--- src/rtl/sram_seq_pkg.sv ---
package sram_seq_pkg;
  // strobes from control to datapath, each valid for one clock
  typedef struct packed {
    logic step;    // advance the counter by one
    logic clear;   // force the counter to zero
    logic loadLo;  // capture pending low byte
    logic loadHi;  // load counter from high byte and pending low byte
  } ctrlStrb_t;
endpackage

--- src/rtl/sram_seq_ctrl.sv ---
module sram_seq_ctrl
  import sram_seq_pkg::*;
#(
  parameter int DATA_W  = 8,
  parameter int PAGE_W  = 2,
  parameter int LO_PAGE = 3,
  parameter int HI_PAGE = 2
) (
  input  logic              clk,
  input  logic              rstN,
  input  logic              hostSelN,
  input  logic              hostWrite,
  input  logic              hostClr,
  input  logic [PAGE_W-1:0] hostPage,
  input  logic [DATA_W-1:0] hostData,
  output ctrlStrb_t         strb,
  output logic [DATA_W-1:0] capData,
  output logic              sramCsN,
  output logic              sramWeN
);
  localparam logic [PAGE_W-1:0] LoCode = PAGE_W'(LO_PAGE);
  localparam logic [PAGE_W-1:0] HiCode = PAGE_W'(HI_PAGE);

  logic selS1, selS2, selS3;
  logic [PAGE_W-1:0] capPage;
  logic capWr;
  logic clrPend;
  logic riseSeen, isSram, clrReq, applyClr;

  // two-stage synchroniser plus one stage for edge detection
  always_ff @(posedge clk or negedge rstN) begin
    if (!rstN) begin
      selS1 <= 1'b1;
      selS2 <= 1'b1;
      selS3 <= 1'b1;
    end else begin
      selS1 <= hostSelN;
      selS2 <= selS1;
      selS3 <= selS2;
    end
  end

  // capture the access attributes one stage ahead of the active window
  always_ff @(posedge clk or negedge rstN) begin
    if (!rstN) begin
      capPage <= '0;
      capWr   <= 1'b0;
      capData <= '0;
    end else if (!selS1) begin
      capPage <= hostPage;
      capWr   <= hostWrite;
      capData <= hostData;
    end
  end

  assign riseSeen = selS2 & ~selS3;
  assign isSram   = (capPage != LoCode) && (capPage != HiCode);
  assign clrReq   = clrPend | hostClr;
  assign applyClr = clrReq & selS2;

  // a clear seen during an active access waits for select release
  always_ff @(posedge clk or negedge rstN) begin
    if (!rstN) clrPend <= 1'b0;
    else       clrPend <= clrReq & ~selS2;
  end

  always_comb begin
    strb.clear  = applyClr;
    strb.step   = riseSeen & isSram & ~applyClr;
    strb.loadHi = riseSeen & (capPage == HiCode) & capWr & ~applyClr;
    strb.loadLo = riseSeen & (capPage == LoCode) & capWr;
  end

  assign sramCsN = ~(~selS2 & isSram);
  assign sramWeN = ~(~selS2 & isSram & capWr);


  step_single_chk: assert property (@(posedge clk) disable iff (!rstN)
    strb.step |=> !strb.step);


  clr_defer_chk: assert property (@(posedge clk) disable iff (!rstN)
    (hostClr && !selS2) |=> (clrPend || strb.clear));


  we_in_cs_chk: assert property (@(posedge clk) disable iff (!rstN)
    !sramWeN |-> !sramCsN);


  we_quiet_strb_chk: assert property (@(posedge clk) disable iff (!rstN)
    (strb.step || strb.clear || strb.loadHi) |-> sramWeN);


  cs_page_chk: assert property (@(posedge clk) disable iff (!rstN)
    (!sramCsN) |-> !selS2);
endmodule

--- src/rtl/sram_seq_dp.sv ---
module sram_seq_dp
  import sram_seq_pkg::*;
#(
  parameter int ADDR_W = 16,
  parameter int DATA_W = 8
) (
  input  logic              clk,
  input  logic              rstN,
  input  ctrlStrb_t         strb,
  input  logic [DATA_W-1:0] capData,
  input  logic [DATA_W-1:0] sramDataIn,
  output logic [ADDR_W-1:0] addr,
  output logic [DATA_W-1:0] sramDataOut,
  output logic [DATA_W-1:0] hostDataOut
);
  localparam int HI_W = ADDR_W - DATA_W;

  logic [DATA_W-1:0] loShadow;

  always_ff @(posedge clk or negedge rstN) begin
    if (!rstN)            loShadow <= '0;
    else if (strb.loadLo) loShadow <= capData;
  end

  // clear beats load, load beats step
  always_ff @(posedge clk or negedge rstN) begin
    if (!rstN)            addr <= '0;
    else if (strb.clear)  addr <= '0;
    else if (strb.loadHi) addr <= {capData[HI_W-1:0], loShadow};
    else if (strb.step)   addr <= addr + ADDR_W'(1);
  end

  assign sramDataOut = capData;
  assign hostDataOut = sramDataIn;


  step_chk: assert property (@(posedge clk) disable iff (!rstN)
    strb.step |=> addr == $past(addr) + ADDR_W'(1));


  clear_chk: assert property (@(posedge clk) disable iff (!rstN)
    strb.clear |=> addr == '0);


  load_chk: assert property (@(posedge clk) disable iff (!rstN)
    strb.loadHi |=> addr == {$past(capData[HI_W-1:0]), $past(loShadow)});


  lo_hold_chk: assert property (@(posedge clk) disable iff (!rstN)
    (strb.loadLo && !strb.clear) |=> addr == $past(addr));
endmodule

--- src/rtl/sram_addr_seq.sv ---
module sram_addr_seq
  import sram_seq_pkg::*;
#(
  parameter int ADDR_W  = 16,
  parameter int DATA_W  = 8,
  parameter int PAGE_W  = 2,
  parameter int LO_PAGE = 3,
  parameter int HI_PAGE = 2
) (
  input  logic              clk,
  input  logic              rstN,
  input  logic              hostSelN,
  input  logic              hostWrite,
  input  logic              hostClr,
  input  logic [PAGE_W-1:0] hostPage,
  input  logic [DATA_W-1:0] hostDataIn,
  output logic [DATA_W-1:0] hostDataOut,
  output logic [ADDR_W-1:0] sramAddr,
  output logic              sramCsN,
  output logic              sramWeN,
  output logic [DATA_W-1:0] sramDataOut,
  input  logic [DATA_W-1:0] sramDataIn
);
  ctrlStrb_t strb;
  logic [DATA_W-1:0] capData;

  sram_seq_ctrl #(
    .DATA_W(DATA_W), .PAGE_W(PAGE_W), .LO_PAGE(LO_PAGE), .HI_PAGE(HI_PAGE)
  ) u_ctrl (
    .clk(clk), .rstN(rstN), .hostSelN(hostSelN), .hostWrite(hostWrite),
    .hostClr(hostClr), .hostPage(hostPage), .hostData(hostDataIn),
    .strb(strb), .capData(capData), .sramCsN(sramCsN), .sramWeN(sramWeN)
  );

  sram_seq_dp #(
    .ADDR_W(ADDR_W), .DATA_W(DATA_W)
  ) u_dp (
    .clk(clk), .rstN(rstN), .strb(strb), .capData(capData),
    .sramDataIn(sramDataIn), .addr(sramAddr),
    .sramDataOut(sramDataOut), .hostDataOut(hostDataOut)
  );


  addr_quiet_chk: assert property (@(posedge clk) disable iff (!rstN)
    (sramAddr != $past(sramAddr)) |-> $past(sramCsN));
endmodule

--- config.mk ---
export PLATFORM = sky130hd
export DESIGN_NAME = sram_addr_seq
export DESIGN_NICKNAME = d
export VERILOG_FILES = /design/src/rtl/sram_seq_pkg.sv /design/src/rtl/sram_seq_ctrl.sv /design/src/rtl/sram_seq_dp.sv /design/src/rtl/sram_addr_seq.sv
export SDC_FILE = /design/constraint.sdc
export NUM_CORES = 1
export LEC_CHECK = 0
export BUFFER_PORTS_ARGS = -buffer_cell sky130_fd_sc_hd__buf_2
export CORE_MARGIN = 5
export CORE_UTILIZATION = 45
export DETAILED_ROUTE_END_ITERATION = 8
export GPL_TIMING_DRIVEN = 0
export MAX_ROUTING_LAYER = met4
export PLACE_DENSITY = 0.78
export RECOVER_POWER = 25
export SETUP_SLACK_MARGIN = 0.15
export SKIP_CTS_REPAIR_TIMING = 1
export SYNTH_ARGS = -nofsm -noshare
export SYNTH_HDL_FRONTEND = slang
export SYNTH_SLANG_ARGS = --single-unit
--- constraint.sdc ---
create_clock -name clk -period 2 [get_ports clk]
set_clock_uncertainty 0.05 [all_clocks]
set_input_delay 0.2 -clock clk [delete_from_list [all_inputs] [get_ports clk]]
set_output_delay 0.2 -clock clk [all_outputs]
set_load 0.03 [all_outputs]
# Word-level counts from Yosys, hierarchy flattened
# Index checks and enable logic that the tools add are counted.
[totals]
register_bits = 39
input_bits = 23
output_inout_bits = 34
[op_classes]
addsub = 1
eq_ne = 4
muxes = 3
bitwise = 18
reduce_logical = 2
[ops]
columns = ["cell", "n"]
rows = [
  ["two-way mux 16 bit", 3],
  ["adder 16 x 1 -> 16 bit (second input constant)", 1],
  ["bitwise AND 1 bit", 12],
  ["NOT 1 bit", 5],
  ["== test 2 bit (second input constant)", 2],
  ["!= test 2 bit (second input constant)", 2],
  ["nonzero test 3 bit", 1],
  ["logical AND 1 bit", 1],
  ["OR 1 bit", 1],
]

# Longest topological paths before layout
# Gate-level depths: netlist of the first run.
[depth]
ltp_word = 7
ltp_mapped = 7

# Modules after synthesis
# From an unflattened synthesis of the first run, not the netlist that was laid out.
[hier_totals]
cells_unflattened = 195
area_unflattened_um2 = 2125.8
[by_module_without_submodules]
columns = ["module", "n_inst", "cells_each", "area_per_inst_um2", "seq_area_each_um2"]
rows = [
  ["sram_seq_dp", 1, 155, 1506.4, 600.6],
  ["sram_seq_ctrl", 1, 40, 619.3, 379.1],
]

# Worst setup path after synthesis of the first run
# Ideal clock, no wire load.
[synth_timing]
kind = "reg2reg"
startpoint = "register u_dp.addr[0]"
endpoint = "register u_dp.addr[14]"
setup_ps = 121
arrival_time_ps = 1628
setup_slack_ps = 201
stages_incl_launch_ff = 7
path_buffers = 0
synth_period_minus_slack_ps = 1799
path_cell_list = "dfrtp_1 -> ha_1 -> nand3_1 -> nor3_1 -> nand3_1 -> a21o_1 -> a22o_1"
[synth_via]
elab_chain_cells = 4
[synth_lines]
columns = ["element", "line_no", "text"]
rows = [
  ["from (decl)", "sram_seq_dp.sv:12", "output logic [ADDR_W-1:0] addr,"],
  ["from (signal assigned)", "sram_seq_dp.sv:29", "else if (strb.loadHi) addr <= {capData[HI_W-1:0], loShadow};"],
  ["from (signal assigned)", "sram_seq_dp.sv:30", "else if (strb.step) addr <= addr + ADDR_W'(1);"],
  ["adder 16 x 1 -> 16 bit", "sram_seq_dp.sv:30", ""],
  ["two-way mux 16 bit", "sram_seq_dp.sv:30", ""],
  ["two-way mux 16 bit", "sram_seq_dp.sv:29", ""],
  ["two-way mux 16 bit", "sram_seq_dp.sv:28", "else if (strb.clear) addr <= '0;"],
]
# No other way between the ends. The select of a mux whose other input is x is not followed.
# A chain may end at the register's enable or synchronous reset.

# Final worst setup path of the first run
[layout_timing]
startpoint = "register u_ctrl.selS2"
endpoint = "register u_dp.addr[8]"
[layout_via]
elab_chain_cells = 6
[layout_lines]
columns = ["element", "line_no", "text"]
rows = [
  ["from (decl)", "sram_seq_ctrl.sv:24", "logic selS1, selS2, selS3;"],
  ["from (signal assigned)", "sram_seq_ctrl.sv:38", "selS2 <= selS1;"],
  ["bitwise AND 1 bit", "sram_seq_ctrl.sv:56", "assign riseSeen = selS2 & ~selS3;"],
  ["bitwise AND 1 bit (3 in series)", "sram_seq_ctrl.sv:70", "strb.loadHi = riseSeen & (capPage == HiCode) & capWr & ~applyClr;"],
  ["two-way mux 16 bit", "sram_seq_dp.sv:29", ""],
  ["two-way mux 16 bit", "sram_seq_dp.sv:28", ""],
]
# Parallel ways exist; a longest one is shown, timed or not.

==> run_results.csv, run 1 <==
group,metric,value,unit
run_status,status,"complete, no violations",
critical_path,cp_data_arrival_time,1.99,ns
critical_path,critical_path.slowest_cell,"dfstp_2",
route,first_iter_violations,82,
die,num_rows,24,
pwr,p_leak,0.00117,uW
timing,maxSlewViolCount,0,
yosys,syn_inst,198,
yosys,netlist.top_cell.by_area,"dfrtp_1",
hold_path,hp-class,"in -> async",
die,core-area,4380,um2
critical_path,worstSetupEndpointType,"register",
cts,clk_latency,0.30,ns
cts,cts_sinks,39,
yosys,synthFlopType,"dfrtp_1",
pwr,p_sw,571,uW
pwr,comb_power_share,0.191,
yosys,syn_area_per_cell,10.3,um2
place,gp_congestion,0.871,
global_routing,grt_overflow,0,
global_routing,grt_pass1_vias,1708,
yosys,ys_top_cells_by_area,"dfrtp_1 (44%), mux2_2 (11%), o21ai_0 (3.9%)",
pwr,power_density,734,nW/um2
timing,fin_crit_sh,0.911,
yosys,syn_nets,222,
finish,final_nets,284,
global_routing,grtUsageTotal,0.175,
global_routing,grt_start_max_net_pins,40,
finish,area_growth,24.4,%
pwr,p_total,1860,uW
pwr,seqPwrFrac,0.520,
route,viasPerCell,5.60,
timing,finalSetupViolations,0,
pwr,p_sw_frac,0.308,
route,wl,4.98,mm
route,wl_per_cell,15.9,um
place,placed_cells,298,
timing,rsz0062_at_grt,"yes",
die,start_util,0.464,
timing,hold_ws,0.0000117,ns
yosys,synth_area,2030,um2
critical_path,max_stage_delay,0.59,ns
pwr,power_frac_clock,0.288,
timing,max_freq,549,MHz
yosys,synth.distinct_cells,45,
global_routing,grt_pass1_wl,8.22,mm
route,postRouteAntennaNets,0,
timing,final_hold_viol_count,0,
yosys,synth_seq_cells,39,
yosys,ys_warn_count,0,
die,fp.dieH,77.2,um
cts,htree_num_levels,2,
cts,path_clk_slew,0.08,ns
yosys,synth_edf_count,0,
global_routing,grt_antenna_before_repair,0,
finish,nFillCells,371,
pwr,vdd_drop_max,0.000499,V
yosys,yosysSeqAreaShare,0.482,
yosys,yosysTopAreaCellShare,0.443,
place,hpwl,3.64,mm
cts,cts_buffer_depth,2,
critical_path,crit_type,"reg -> reg",
critical_path,cp_max_fo,7,
pwr,p_int,1290,uW
route,drc_errors,0,
finish,drive_gt1_frac,0.391,
critical_path,required,2.17,ns
yosys,synthArstFlopShare,1.00,
timing,layout_min_cycle_time,1.82,ns
critical_path,path_cells,"or4b_4 -> buf_6 -> a21oi_4 -> o21ai_2 -> o21bai_1 -> o211ai_1",
cts,cts_root_buf,"clkbuf_8",
cts,cts_buffers,5,
cts,cts_tree,"yes",
job,maxCapViolCount,0,
route,route.vias.total,1752,
die,die_w,77.2,um
die,ios,57,
critical_path,setup.worst_path.start_class,"register",
finish,fin_cells,313,
timing,worst_slew_margin_rel,0.348,
die,die-area,5970,um2
route,drt-pass1-iter-count,4,
finish,diodes,0,
timing,tightest_slew,0.979,ns
place,port_buffers,48,
## per-layer routing
layer,up-vias,routed length (um),part of all wire,track usage
met4,0,73,0.015,0.0619
met2,74,2330,0.47,0.266
li1,850,-,-,-
met1,821,2170,0.44,0.225
met5,-,0,0,-
met3,7,401,0.081,0.0468
## state kept, by name, indices dropped and copies added, names as in the netlist
name / cells
u_ctrl.capData: 8
u_ctrl.capPage: 2
u_ctrl.capWr: 1
u_ctrl.clrPend: 1
u_ctrl.selS1: 1
u_ctrl.selS2: 1
u_ctrl.selS3: 1
u_dp.addr: 16
u_dp.loShadow: 8
## final cells by class
type | count | area (um2) | share of cell area
inverter | 4 | 15.0 | 0.00593
multi-input combinational | 141 | 997 | 0.394
clock inverter | 3 | 20.0 | 0.00791
timing repair buffer | 55 | 285 | 0.113
sequential | 39 | 981 | 0.388
tap | 52 | 65.1 | 0.0257
buffer | 14 | 98.8 | 0.0391
clock buffer | 5 | 68.8 | 0.0272
## worst max-delay path, delay by kind of cell (launching register included)
kind	cells	cell delay, ns
flops	1	0.59
compound gates	4	0.48
simple gates	1	0.48
buf+inv	1	0.15
## worst paths after layout
path / from / endpoint / slack (ns) / cells after the start
setup / recovery: u_ctrl.selS2 / u_dp.addr[8] / 0.18 / 6
hold / removal: rstN / u_ctrl.capData[6] / 0.00001 / 1
setup reg to reg: u_ctrl.selS2 / u_dp.addr[8] / 0.18 / 6
hold reg to reg: u_ctrl.selS1 / u_ctrl.selS2 / 0.34 / 0
max in group asynchronous: rstN / u_dp.addr[0] / 1.24 / 1
min in group clk: hostDataIn[3] / u_ctrl.capData[3] / 0.08 / 2
## layout by cell type, fill, tap and decap left out, types with 3 or more instances in the layout
cell type / count
a31oi_1: 3
mux2_2: 19
nor2_1: 14
and3_1: 3
inv_1: 4
nor3_1: 4
buf_2: 40
nand3_1: 8
a22o_1: 3
a21o_1: 3
a21oi_1: 11
clkbuf_1: 10
o21ai_0: 16
nand4_1: 4
buf_4: 16
nand2_1: 16
clkbuf_8: 5
dfrtp_1: 35
## synth_stat cells (2+ instances only)
cell type,instances
a21o_1,4
a21oi_1,12
a22o_1,3
a31oi_1,3
and3_1,3
buf_2,2
buf_4,10
clkbuf_1,2
dfrtp_1,36
dfstp_2,3
inv_1,4
mux2_2,19
mux2i_1,2
nand2_1,16
nand3_1,9
nand4_1,4
nor2_1,14
nor2b_1,2
nor3_1,4
nor3b_1,2
o21ai_0,16
o221ai_1,2
o31ai_1,2
or3_1,2
xor2_1,2
## power by group through the flow
stage | clock [uW] | combinational, uW | sequential, uW
2_1_floorplan | 0 | 202 | 995
3_3_place_gp | 0 | 329 | 975
3_5_place_dp | 0 | 339 | 978
4_1_cts | 551 | 339 | 963
5_1_grt | 592 | 389 | 978
6_report | 536 | 356 | 966
## per-stage QoR
stage	utilization	cell area [um2]	TNS, ns	worst slack [ns]
2_1_floorplan	-	2030	0	0.201
6_report	0.577	2530	0	0.178
3_5_place_dp	0.534	2340	-0.0596	-0.0315
3_3_place_gp	0.534	2340	0	0.0490
4_1_cts	0.554	2430	-0.111	-0.0516
5_1_grt	0.577	2530	0	0.0740
## cells by family (layout without fill, tap and decap cells)
| kind of cell | count (synthesis) | count (layout) | synth area share |
|---|---|---|---|
| fa+ha+maj | 1 | 1 | 0.00615 |
| mux | 21 | 21 | 0.115 |
| simple gates | 65 | 65 | 0.169 |
| flops | 39 | 39 | 0.482 |
| xor+xnor | 2 | 2 | 0.00861 |
| compound gates | 52 | 52 | 0.167 |
| buf+inv | 18 | 81 | 0.0529 |
Power figures use the tool's default switching activity.
==> inputs of run 2 (changes only) <==
Settings changed: PLACE_DENSITY 0.78 to 0.7.
==> run 2 against run 1 <==
The run now ends with negative hold slack left. Register-to-register slack got worse by 0.03 ns. Non-clock buffer count unchanged. Sequential cell count did not move. Combinational power hardly changed. Final cell count stayed put. Largest cell class unchanged.
==> run_results.csv, run 2 (synthesis results as in run 1) <==
group,metric,value,unit
run_status,status,"complete, but fails checks",
run_status,violations,"negative hold slack",
timing,final_hold_viol_count,24,
critical_path,rrSetupSlack,0.15,ns
cts,cts_buffer_depth,2,
timing,max_freq,541,MHz
global_routing,grtUsageTotal,0.175,
timing,layout_min_cycle_time,1.85,ns
global_routing,grt_start_max_net_pins,40,
critical_path,required,2.17,ns
cts,cts_root_buf,"clkbuf_8",
cts,clk_latency,0.29,ns
route,route.vias.total,1763,
critical_path,cp_data_arrival_time,2.02,ns
timing,worst_slew_margin_rel,0.377,
route,wl,4.92,mm
route,first_iter_violations,113,
cts,cts_tree,"yes",
timing,rsz0062_at_grt,"yes",
timing,maxSlewViolCount,0,
timing,finalSetupViolations,0,
die,die_w,77.2,um
die,die-area,5970,um2
route,top_layer_used,"met4",
place,placed_area,2340,um2
global_routing,grt_pass1_vias,1661,
die,ios,57,
critical_path,r2r-start,"u_ctrl.selS2",
route,wl_met3,389,um
finish,reg.largest.list,"u_dp.addr: 16 flops, u_ctrl.capData: 8 flops, u_dp.loShadow: 8 flops",
finish,final_cell_mix,"buf_2 (40), dfrtp_1 (35), mux2_2 (19)",
finish,final_common_cell,"buf_2",
cts,path_clk_slew,0.08,ns
die,num_rows,24,
pwr,vdd_drop_max,0.000577,V
global_routing,grt_antenna_before_repair,0,
route,drt-met1-wl,2.23,mm
timing,tightest_slew,0.934,ns
place,pre_cts_slack,-0.0207,ns
place,hpwl,3.66,mm
route,wl_met2,2.26,mm
route,wl_per_cell,15.7,um
global_routing,grt_overflow,0,
critical_path,r2r-end,"u_dp.addr[11]",
finish,drive_gt1_frac,0.406,
place,gp_congestion,0.864,
die,start_util,0.464,
finish,diodes,0,
timing,fin_crit_sh,0.924,
pwr,power_density,738,nW/um2
finish,final-seq-area,981,um2
finish,top_register,"u_dp.addr",
cts,cts_buffers,5,
cts,htree_num_levels,2,
die,core-area,4380,um2
critical_path,worstSetupEndpointType,"register",
finish,multi_input_area,1010,um2
finish,area_growth,25.6,%
job,maxCapViolCount,0,
timing,setup_slack,0.151,ns
route,postRouteAntennaNets,0,
finish,postLayoutCellArea,2560,um2
place,port_buffers,48,
finish,nFillCells,386,
critical_path,setup.worst_path.start_class,"register",
route,drc_errors,0,
critical_path,cp_max_fo,7,
finish,final_nets,284,
finish,largest_register_ffs,16,
critical_path,reg2reg_depth,6,
timing,hold_ws,-0.0136,ns
route,viasPerCell,5.63,
die,fp.dieH,77.2,um
cts,cts_sinks,39,
critical_path,crit_type,"reg -> reg",
global_routing,grt_pass1_wl,8.30,mm
hold_path,hp-class,"in -> async",
route,drt-pass1-iter-count,5,
pwr,p_leak,0.00118,uW
run 2: critical path, stage by stage (launching register included):
cell	delay, ns
dfstp_2	0.62
or4b_1	0.47
buf_6	0.15
a21oi_4	0.14
buf_4	0.14
nand2_1	0.06
o22ai_2	0.15
run 2: cell type report:
| class | count | share of cell area |
|---|---|---|
| timing repair buffer | 55 | 0.112 |
| clock inverter | 2 | 0.00636 |
| sequential | 39 | 0.384 |
| inverter | 4 | 0.00587 |
| buffer | 14 | 0.0387 |
| tap | 52 | 0.0255 |
| clock buffer | 6 | 0.0323 |
| multi-input combinational | 141 | 0.396 |
run 2: where the power goes:
group          switching (uW)  internal, uW  leakage (uW)
clock network             282           281     0.0000474
logic                     197           157      0.000638
registers                84.9           886      0.000490
total                     563          1320       0.00118
run 2: how the worst max path moves through the flow:
stage | startpoint | end | slack (ns) | cells past startpoint
final | u_ctrl.selS2 | u_dp.addr[11] | 0.15 | 6
after global routing | u_ctrl.selS2 | u_dp.addr[8] | 0.06 | 6
after detailed placement | u_ctrl.selS2 | u_dp.addr[2] | -0.02 | 5
after global placement | u_ctrl.selS2 | u_dp.addr[7] | -0.01 | 4
after CTS | u_ctrl.selS2 | u_dp.addr[2] | -0.04 | 5
after floorplan | u_dp.addr[0] | u_dp.addr[14] | 0.20 | 6
run 2: stage by stage:
step	instances	hold slack, ns	util	total power (uW)	setup TNS (ns)
finish	313	-0.0136	0.583	1890	0
global route	313	0.0699	0.583	2000	0
CTS	306	-0.0586	0.556	1890	-0.0594
detailed placement	298	0.259	0.534	1320	-0.0207
global placement	298	0.255	0.534	1310	-0.0122
floorplan	198	-0.146	-	1200	0
run 2: metal layers:
| layer | track usage | vias to the layer above |
|---|---|---|
| met2 | 0.258 | 73 |
| li1 | - | 845 |
| met1 | 0.243 | 838 |
| met3 | 0.0375 | 7 |
| met4 | 0.0464 | 0 |
| met5 | - | - |
==> inputs of run 3 (changes only) <==
Settings changed: CORE_ASPECT_RATIO from default to 0.75.
==> run 3 against run 2 <==
The flow still finishes with violations (negative hold slack). Routed wire length increased by 1.9%. Global-route usage increased by 0.50 points. Register-to-register slack got worse by 0.05 ns. Design area grew 0.29%. Combinational power barely moved. Non-clock buffer count grew 1. Sequential power hardly changed. Worst hold slack gained 0.0024 ns. Setup slack got worse by 0.046 ns. Sequential cell count unchanged. Critical endpoint is now u_dp.addr[9]. Largest power group unchanged.
==> run_results.csv, run 3 (synthesis results as in run 1) <==
group,metric,value,unit
run_status,status,"complete, but fails checks",
run_status,violations,"negative hold slack",
critical_path,crit_type,"reg -> reg",
route,route.vias.total,1790,
critical_path,path_cells,"nand4b_1 -> nor4_4 -> buf_4 -> a211o_1 -> a32o_1",
timing,hold_ws,-0.0112,ns
global_routing,grt_pass1_wl,7.85,mm
cts,cts_buffer_depth,2,
place,placed_area,2350,um2
pwr,power_frac_clock,0.284,
pwr,p_total,1850,uW
pwr,power_density,723,nW/um2
route,drc_errors,0,
global_routing,top_usage_layer,"met1",
pwr,comb_power_share,0.192,
cts,clk_latency,0.30,ns
route,viasPerCell,5.61,
finish,postLayoutCellArea,2560,um2
critical_path,r2r-start,"u_ctrl.selS2",
finish,final-seq-area,982,um2
route,postRouteAntennaNets,0,
cts,cts_root_buf,"clkbuf_8",
critical_path,worstSetupEndpointType,"register",
timing,max_freq,528,MHz
finish,nFillCells,409,
critical_path,max_stage_delay,0.59,ns
finish,drive_gt1_frac,0.412,
timing,worst_slew_margin_rel,0.356,
job,maxCapViolCount,0,
global_routing,use_met3,0.0397,
timing,final_hold_viol_count,11,
die,die_w,87.6,um
global_routing,globalRouteMet2Util,0.255,
critical_path,rrSetupSlack,0.11,ns
timing,tightest_slew,0.966,ns
finish,area_growth,26.0,%
finish,largest_register_ffs,16,
place,hpwl,3.67,mm
finish,final_common_cell,"buf_2",
critical_path,reg2reg_depth,5,
timing,maxSlewViolCount,0,
critical_path,cp_top_family,"simple AND/OR/NAND/NOR gates",
global_routing,use_met1,0.259,
die,num_rows,21,
global_routing,grt_start_max_net_pins,40,
critical_path,setup.worst_path.start_class,"register",
finish,final_nets,285,
timing,layout_min_cycle_time,1.89,ns
route,wl_per_cell,15.7,um
finish,final_cell_mix,"buf_2 (40), dfrtp_1 (34), mux2_2 (19)",
cts,cts_buffers,5,
die,start_util,0.461,
pwr,p_int,1290,uW
route,drt-pass1-iter-count,4,
die,fp.dieH,68.2,um
global_routing,grt_pass1_vias,1574,
pwr,seqPwrFrac,0.524,
route,first_iter_violations,89,
finish,reg.largest.list,"u_dp.addr: 16 flops, u_ctrl.capData: 8 flops, u_dp.loShadow: 8 flops",
die,core-area,4410,um2
finish,multi_input_area,1020,um2
place,port_buffers,48,
critical_path,cp_max_fo,7,
pwr,vdd_drop_max,0.000419,V
critical_path,critical_path.slowest_cell,"dfstp_2",
global_routing,grtUsageTotal,0.180,
cts,path_clk_slew,0.08,ns
timing,finalSetupViolations,0,
finish,diodes,0,
critical_path,cp_data_arrival_time,2.08,ns
critical_path,required,2.18,ns
pwr,p_leak,0.00118,uW
timing,rsz0062_at_grt,"yes",
die,die-area,5980,um2
critical_path,r2r-end,"u_dp.addr[9]",
route,wl,5.02,mm
cts,cts_sinks,39,
cts,htree_num_levels,2,
place,gp_congestion,0.850,
pwr,p_sw_frac,0.305,
pwr,p_sw,566,uW
die,ios,57,
cts,cts_tree,"yes",
timing,fin_crit_sh,0.947,
critical_path,path_buf_inv,1,
global_routing,grt_antenna_before_repair,0,
hold_path,hp-class,"in -> async",
finish,top_register,"u_dp.addr",
global_routing,grt_overflow,0,
run 3: changes by cell type in the layout (fill, tap and decap cells not counted), sizes merged:
cell / before / now
buf: 57 / 58
run 3: worst max path at each step:
stage                       startpoint  cells after the start       endpoint  slack (ns)
after global placement    u_ctrl.capWr                      6  u_dp.addr[11]       -0.06
after global routing      u_ctrl.selS2                      5  u_dp.addr[11]        0.04
after CTS                 u_ctrl.capWr                      6   u_dp.addr[6]       -0.16
after detailed placement  u_ctrl.capWr                      6   u_dp.addr[6]       -0.14
final                     u_ctrl.selS2                      5   u_dp.addr[9]        0.11
after floorplan           u_dp.addr[0]                      6  u_dp.addr[14]        0.20
run 3: power by group through the flow:
stage,clock network (uW),logic [uW],registers [uW]
floorplan,0,202,995
global placement,0,331,980
detailed placement,0,337,984
CTS,537,338,968
global route,583,387,985
finish,527,356,971
run 3: routing by layer:
layer | wire, um | up-vias
li1 | - | 853
met5 | 0 | -
met3 | 457 | 4
met4 | 26 | 0
met2 | 2170 | 69
met1 | 2360 | 864
run 3: cell type report:
class,instances,share of cell area
timing repair buffer,56,0.114
buffer,14,0.0371
multi-input combinational,141,0.399
clock inverter,2,0.00488
sequential,39,0.383
clock buffer,6,0.0283
inverter,4,0.00586
tap,57,0.0278
run 3: metrics by stage:
stage                     TNS [ns]  std cells  worst slack, ns  utilization
after floorplan                  0        198            0.201            -
after global placement      -0.142        303          -0.0648        0.531
after global routing             0        319           0.0396        0.581
after CTS                   -0.806        311           -0.162        0.551
final                            0        319            0.105        0.581
after detailed placement    -0.615        303           -0.141        0.531
run 3: worst reg2reg max path, delay by kind of cell (launching register included):
family / cells / cell delay, ns
AO/OA/AOI/OAI: 2 / 0.27
flip-flops: 1 / 0.59
AND/OR/NAND/NOR: 2 / 0.72
buffers and inverters: 1 / 0.21
